$ cat src/rtl/dsm_pkg.sv
package dsm_pkg;
  localparam int MAX_ORDER = 4;
  localparam int ORD_W     = $clog2(MAX_ORDER);
  localparam int OUT_W     = MAX_ORDER + 1;

  typedef logic [ORD_W-1:0] order_code_t;

  // stage idx (0-based) takes part when idx < order
  function automatic logic stage_on(order_code_t code, int unsigned idx);
    return idx <= 32'(code);
  endfunction
endpackage

$ cat src/rtl/dsm_acc_stage.sv
module dsm_acc_stage #(
  parameter int W = 12
) (
  input  logic         clk_i,
  input  logic         rst_ni,
  input  logic         clr_i,
  input  logic         en_i,
  input  logic         act_i,
  input  logic [W-1:0] in_i,
  input  logic [W-1:0] mod_i,
  output logic [W-1:0] res_o,
  output logic         carry_o
);
  localparam int SW = W + 1;

  logic [W-1:0]  acc_q;
  logic [SW-1:0] sum;
  logic          wrap;

  always_comb begin
    sum  = {1'b0, acc_q} + {1'b0, in_i};
    wrap = act_i && (sum >= {1'b0, mod_i});
    if (!act_i)    res_o = '0;
    else if (wrap) res_o = W'(sum - {1'b0, mod_i});
    else           res_o = sum[W-1:0];
  end

  assign carry_o = wrap;

  always_ff @(posedge clk_i or negedge rst_ni) begin
    if (!rst_ni)     acc_q <= '0;
    else if (clr_i)  acc_q <= '0;
    else if (en_i)   acc_q <= res_o;
  end
endmodule

$ cat src/rtl/dsm_noise_cancel.sv
module dsm_noise_cancel #(
  parameter int ORDER = 4,
  parameter int OW    = 5
) (
  input  logic                 clk_i,
  input  logic                 rst_ni,
  input  logic                 clr_i,
  input  logic                 en_i,
  input  logic [ORDER-1:0]     carry_i,
  output logic signed [OW-1:0] y_o
);
  logic signed [OW-1:0] c_ext [ORDER];
  logic signed [OW-1:0] t     [ORDER];
  logic signed [OW-1:0] t_q   [1:ORDER-1];

  for (genvar i = 0; i < ORDER; i++) begin : g_ext
    assign c_ext[i] = {{(OW-1){1'b0}}, carry_i[i]};
  end

  assign t[ORDER-1] = c_ext[ORDER-1];

  // each level adds its carry to the first difference of the level below
  for (genvar i = 0; i < ORDER-1; i++) begin : g_diff
    assign t[i] = c_ext[i] + t[i+1] - t_q[i+1];
  end

  for (genvar i = 1; i < ORDER; i++) begin : g_hist
    always_ff @(posedge clk_i or negedge rst_ni) begin
      if (!rst_ni)    t_q[i] <= '0;
      else if (clr_i) t_q[i] <= '0;
      else if (en_i)  t_q[i] <= t[i];
    end
  end

  assign y_o = t[0];
endmodule

$ cat src/rtl/frac_dsm.sv
module frac_dsm #(
  parameter int FRAC_W = 12
) (
  input  logic                             clk_i,
  input  logic                             rst_ni,
  input  logic                             en_i,
  input  logic [FRAC_W-1:0]                frac_num_i,
  input  logic [FRAC_W-1:0]                frac_mod_i,
  input  logic [dsm_pkg::ORD_W-1:0]        order_sel_i,
  output logic signed [dsm_pkg::OUT_W-1:0] offset_o
);
  import dsm_pkg::*;

  localparam int NST = MAX_ORDER;

  order_code_t          order_q;
  logic                 clr;
  logic [NST-1:0]       carry;
  logic [FRAC_W-1:0]    res [NST];
  logic signed [OUT_W-1:0] y_next, offset_q;

  assign clr = (order_sel_i != order_q);

  always_ff @(posedge clk_i or negedge rst_ni) begin
    if (!rst_ni) order_q <= '0;
    else         order_q <= order_sel_i;
  end

  for (genvar i = 0; i < NST; i++) begin : g_stage
    logic [FRAC_W-1:0] stage_in;
    if (i == 0) begin : g_head
      assign stage_in = frac_num_i;
    end else begin : g_tail
      assign stage_in = res[i-1];
    end

    dsm_acc_stage #(.W(FRAC_W)) u_stage (
      .clk_i   (clk_i),
      .rst_ni  (rst_ni),
      .clr_i   (clr),
      .en_i    (en_i),
      .act_i   (stage_on(order_q, i)),
      .in_i    (stage_in),
      .mod_i   (frac_mod_i),
      .res_o   (res[i]),
      .carry_o (carry[i])
    );
  end

  dsm_noise_cancel #(.ORDER(NST), .OW(OUT_W)) u_cancel (
    .clk_i   (clk_i),
    .rst_ni  (rst_ni),
    .clr_i   (clr),
    .en_i    (en_i),
    .carry_i (carry),
    .y_o     (y_next)
  );

  always_ff @(posedge clk_i or negedge rst_ni) begin
    if (!rst_ni)    offset_q <= '0;
    else if (clr)   offset_q <= '0;
    else if (en_i)  offset_q <= y_next;
  end

  assign offset_o = offset_q;
endmodule

$ cat config.mk
export PLATFORM = sky130hd
export DESIGN_NAME = frac_dsm
export DESIGN_NICKNAME = d
export VERILOG_FILES = /design/src/rtl/dsm_pkg.sv /design/src/rtl/dsm_acc_stage.sv /design/src/rtl/dsm_noise_cancel.sv /design/src/rtl/frac_dsm.sv
export SDC_FILE = /design/constraint.sdc
export NUM_CORES = 1
export LEC_CHECK = 0
export BUFFER_PORTS_ARGS = -buffer_cell sky130_fd_sc_hd__buf_2
export CAP_MARGIN = 20
export CORE_ASPECT_RATIO = 0.5
export CORE_MARGIN = 2
export CORE_UTILIZATION = 50
export DETAILED_ROUTE_END_ITERATION = 6
export PLACE_DENSITY_LB_ADDON = 0.25
export SETUP_SLACK_MARGIN = 0.15
export SLEW_MARGIN = 0
export SYNTH_ARGS = -nofsm -noshare
export SYNTH_HDL_FRONTEND = slang
export SYNTH_SLANG_ARGS = --single-unit
$ cat constraint.sdc
create_clock -name clk_i -period 18.5 [get_ports clk_i]
set_input_delay 0.925 -clock clk_i [delete_from_list [all_inputs] [get_ports clk_i]]
set_output_delay 0.925 -clock clk_i [all_outputs]
set_load 0.02 [all_outputs]
==> impl_metrics.py <==
metrics = {
    "grt": {
        "grt_max_degree": 65,
        "overflow": 0,
        "track_usage_pct": 27.7,
        "antenna_found_initial": 0,
        "grt_pass1_wl_mm": 37.1,
        "first_global_vias": 7171,
    },
    "yosys": {
        "synth-seq-cells": 64,
        "synth_top_cell_by_area": "dfrtp_1",
        "synth_edf_count": 0,
        "syn_avg_cell_area_um2": 8.17,
        "synth_cell_type_count": 71,
        "syn_area_um2": 8130,
        "synth.top_cells.by_count": "ha_1 (116), nor2_1 (106), nand2_1 (72)",
        "synth_nets": 1150,
        "synth_top_area_share_pct": 19.7,
        "synthFlopType": "dfrtp_1",
        "ys_seq_area_share_pct": 19.7,
        "yosysMostFrequentCell": "ha_1",
        "yosys_warnings": 0,
        "synth_cells": 995,
        "async_reset_ff_share_pct": 100,
        "synthTopCellsByArea": "dfrtp_1 (20%), ha_1 (18%), xnor2_1 (5.1%)",
    },
    "placement": {
        "io_buffers": 33,
        "post-place-ws_ns": -0.371,
        "post-dp-hpwl_mm": 18.1,
        "dp.cells": 1233,
        "globalplace.congestion": 0.946,
    },
    "timing": {
        "fin_skew_ns": 0.00671,
        "drv_slew": 0,
        "tightest_slew_ns": 0.958,
        "fin_ws_ns": 0.733,
        "slew_headroom_pct": 36.0,
        "min_period_ns": 17.77,
        "finalHoldViolCount": 0,
        "holdWs_ns": 0.499,
        "finalSetupViolations": 0,
        "fin_tns_setup_ns": 0,
        "fmax_mhz": 56.3,
        "fin_crit_sh_pct": 96.0,
    },
    "run_status": {
        "status": "complete, no violations",
    },
    "clock_tree": {
        "htree_levels": 3,
        "clockBufferDepth": 2,
        "clkTransAtPathRegs_ns": 0.06,
        "cts_root_buf": "clkbuf_16",
        "cts_sinks": 64,
        "cts_tree": "yes",
        "clock_latency_ns": 0.35,
        "numCtsBuffers": 9,
    },
    "flow_run": {
        "cap_violations": 0,
    },
    "routing": {
        "firstDrtPassIters": 5,
        "drt_iter0_markers": 594,
        "drc": 0,
        "viasPerCell": 6.15,
        "ant_nets": 0,
        "vias": 7785,
        "wl_per_cell_um": 19.0,
        "wl_mm": 24.0,
    },
    "die": {
        "die_x_um": 184,
        "dieArea_um2": 17400,
        "ios": 34,
        "rows": 32,
        "coreArea_um2": 15700,
        "die_y_um": 94.1,
        "initial_utilization_pct": 51.9,
    },
    "setup_path": {
        "cp_max_fo": 10,
        "critPathKind": "input port to register",
        "crit_path_start_kind": "input port",
        "endpoint_kind": "register",
        "worstPathRequired_ns": 18.78,
        "critPathArrivalTime_ns": 18.05,
        "cp_slowest_cell": "or4b_2",
        "cp_common_cell": "ha_1",
        "slowest_delay_ns": 0.63,
    },
    "cells_and_area": {
        "fin_nets": 1195,
        "antennaDiodeCount": 0,
        "num-fill-cells": 1388,
        "fin_cells": 1266,
        "area_delta_synth_final_pct": 14.6,
        "drive_gt1_share_pct": 14.4,
    },
    "worst_hold_path": {
        "hold_class": "register to register",
    },
}
[stage by stage]
stage	area [µm²]	util (%)
after floorplan	8130	-
after global placement	8540	54.6
after detailed placement	8540	54.6
after CTS	8880	56.8
after global routing	9310	59.5
final	9310	59.5
[cell usage in the layout, fill, tap and decap left out, types with 9 or more instances in the layout]
cell       instances
nor2_1           105
ha_1             105
nand2_1           72
inv_1             70
dfrtp_1           64
a21oi_1           45
xnor2_1           44
o21ai_0           39
buf_2             33
o21a_1            28
buf_4             28
nand3_1           23
nor3_1            22
nor2b_1           20
mux2i_1           20
a21o_1            16
o21ai_1           15
nand4_1           15
xor2_1            14
mux2_2            14
a211oi_1          13
o211ai_1          13
and2_1            12
nand2b_1          10
or3_1             10
a211o_1            9
clkbuf_16          9
[area by class of cell]
cell class | instances | area (µm²) | area share, %
clock buffer | 9 | 225 | 2.42
clock inverter | 7 | 104 | 1.12
inverter | 71 | 269 | 2.89
multi-input combinational | 832 | 6450 | 69.3
sequential | 64 | 1600 | 17.2
tap | 221 | 277 | 2.97
timing repair buffer | 62 | 387 | 4.15
[worst max-delay path: cells and delay by family]
kind | cells | cell delay (ns)
muxes | 4 | 0.95
and+or+nand+nor | 20 | 3.92
xor gates and xnor gates | 2 | 0.31
buffers and inverters | 12 | 1.39
AOI/OAI and AO/OA | 22 | 5.42
adders and majority gates | 16 | 5.08
[worst paths after layout]
| path | start | cells past startpoint | endpoint | slack [ns] |
|---|---|---|---|---|
| max | frac_num_i[0] | 76 | offset_o[4]$_DFFE_PN0P_ | 0.73 |
| min | g_stage[1].u_stage.acc_q[10]$_DFFE_PN0P_ | 2 | g_stage[1].u_stage.acc_q[10]$_DFFE_PN0P_ | 0.50 |
| max reg2reg | g_stage[0].u_stage.acc_q[0]$_DFFE_PN0P_ | 75 | offset_o[4]$_DFFE_PN0P_ | 0.98 |
| min reg2reg | g_stage[1].u_stage.acc_q[10]$_DFFE_PN0P_ | 2 | g_stage[1].u_stage.acc_q[10]$_DFFE_PN0P_ | 0.50 |
| max in group asynchronous | rst_ni | 2 | g_stage[2].u_stage.acc_q[10]$_DFFE_PN0P_ | 17.09 |
| min in group asynchronous | rst_ni | 2 | g_stage[3].u_stage.acc_q[6]$_DFFE_PN0P_ | 0.77 |
[cells by family after synthesis]
family,share of synthesized area (%)
buffers and inverters,4.77
adder cells (fa/ha/maj),20.3
AO/OA/AOI/OAI,23.5
multiplexers,5.60
XOR/XNOR,6.68
flip-flops,19.7
AND/OR/NAND/NOR,19.4
[sequential cells by signal, indices dropped and copies added (netlist names)]
| signal | count |
|---|---|
| offset_o | 5 |
| order_q | 2 |
| u_cancel.t_q | 9 |
| g_stage.u_stage.acc_q | 48 |
[routing by layer]
metal / track usage [%] / wire (µm)
met4: 8.60 / 626
met2: 44.3 / 10400
met3: 5.62 / 1760
met1: 37.7 / 11200
met5: 0 / 0
[timing repair]
action / 4_1_cts / 5_1_grt
buffers inserted: 0 / 17
hold buffers: 0 / 0
resized for setup: 3 / 59
pin swaps: 0 / 21
setup endpoints to repair: 1 / 6
cloned: 0 / 0
Power is not shown: default switching activity piles up to over one toggle a cycle in this logic, so the estimate is an artifact.
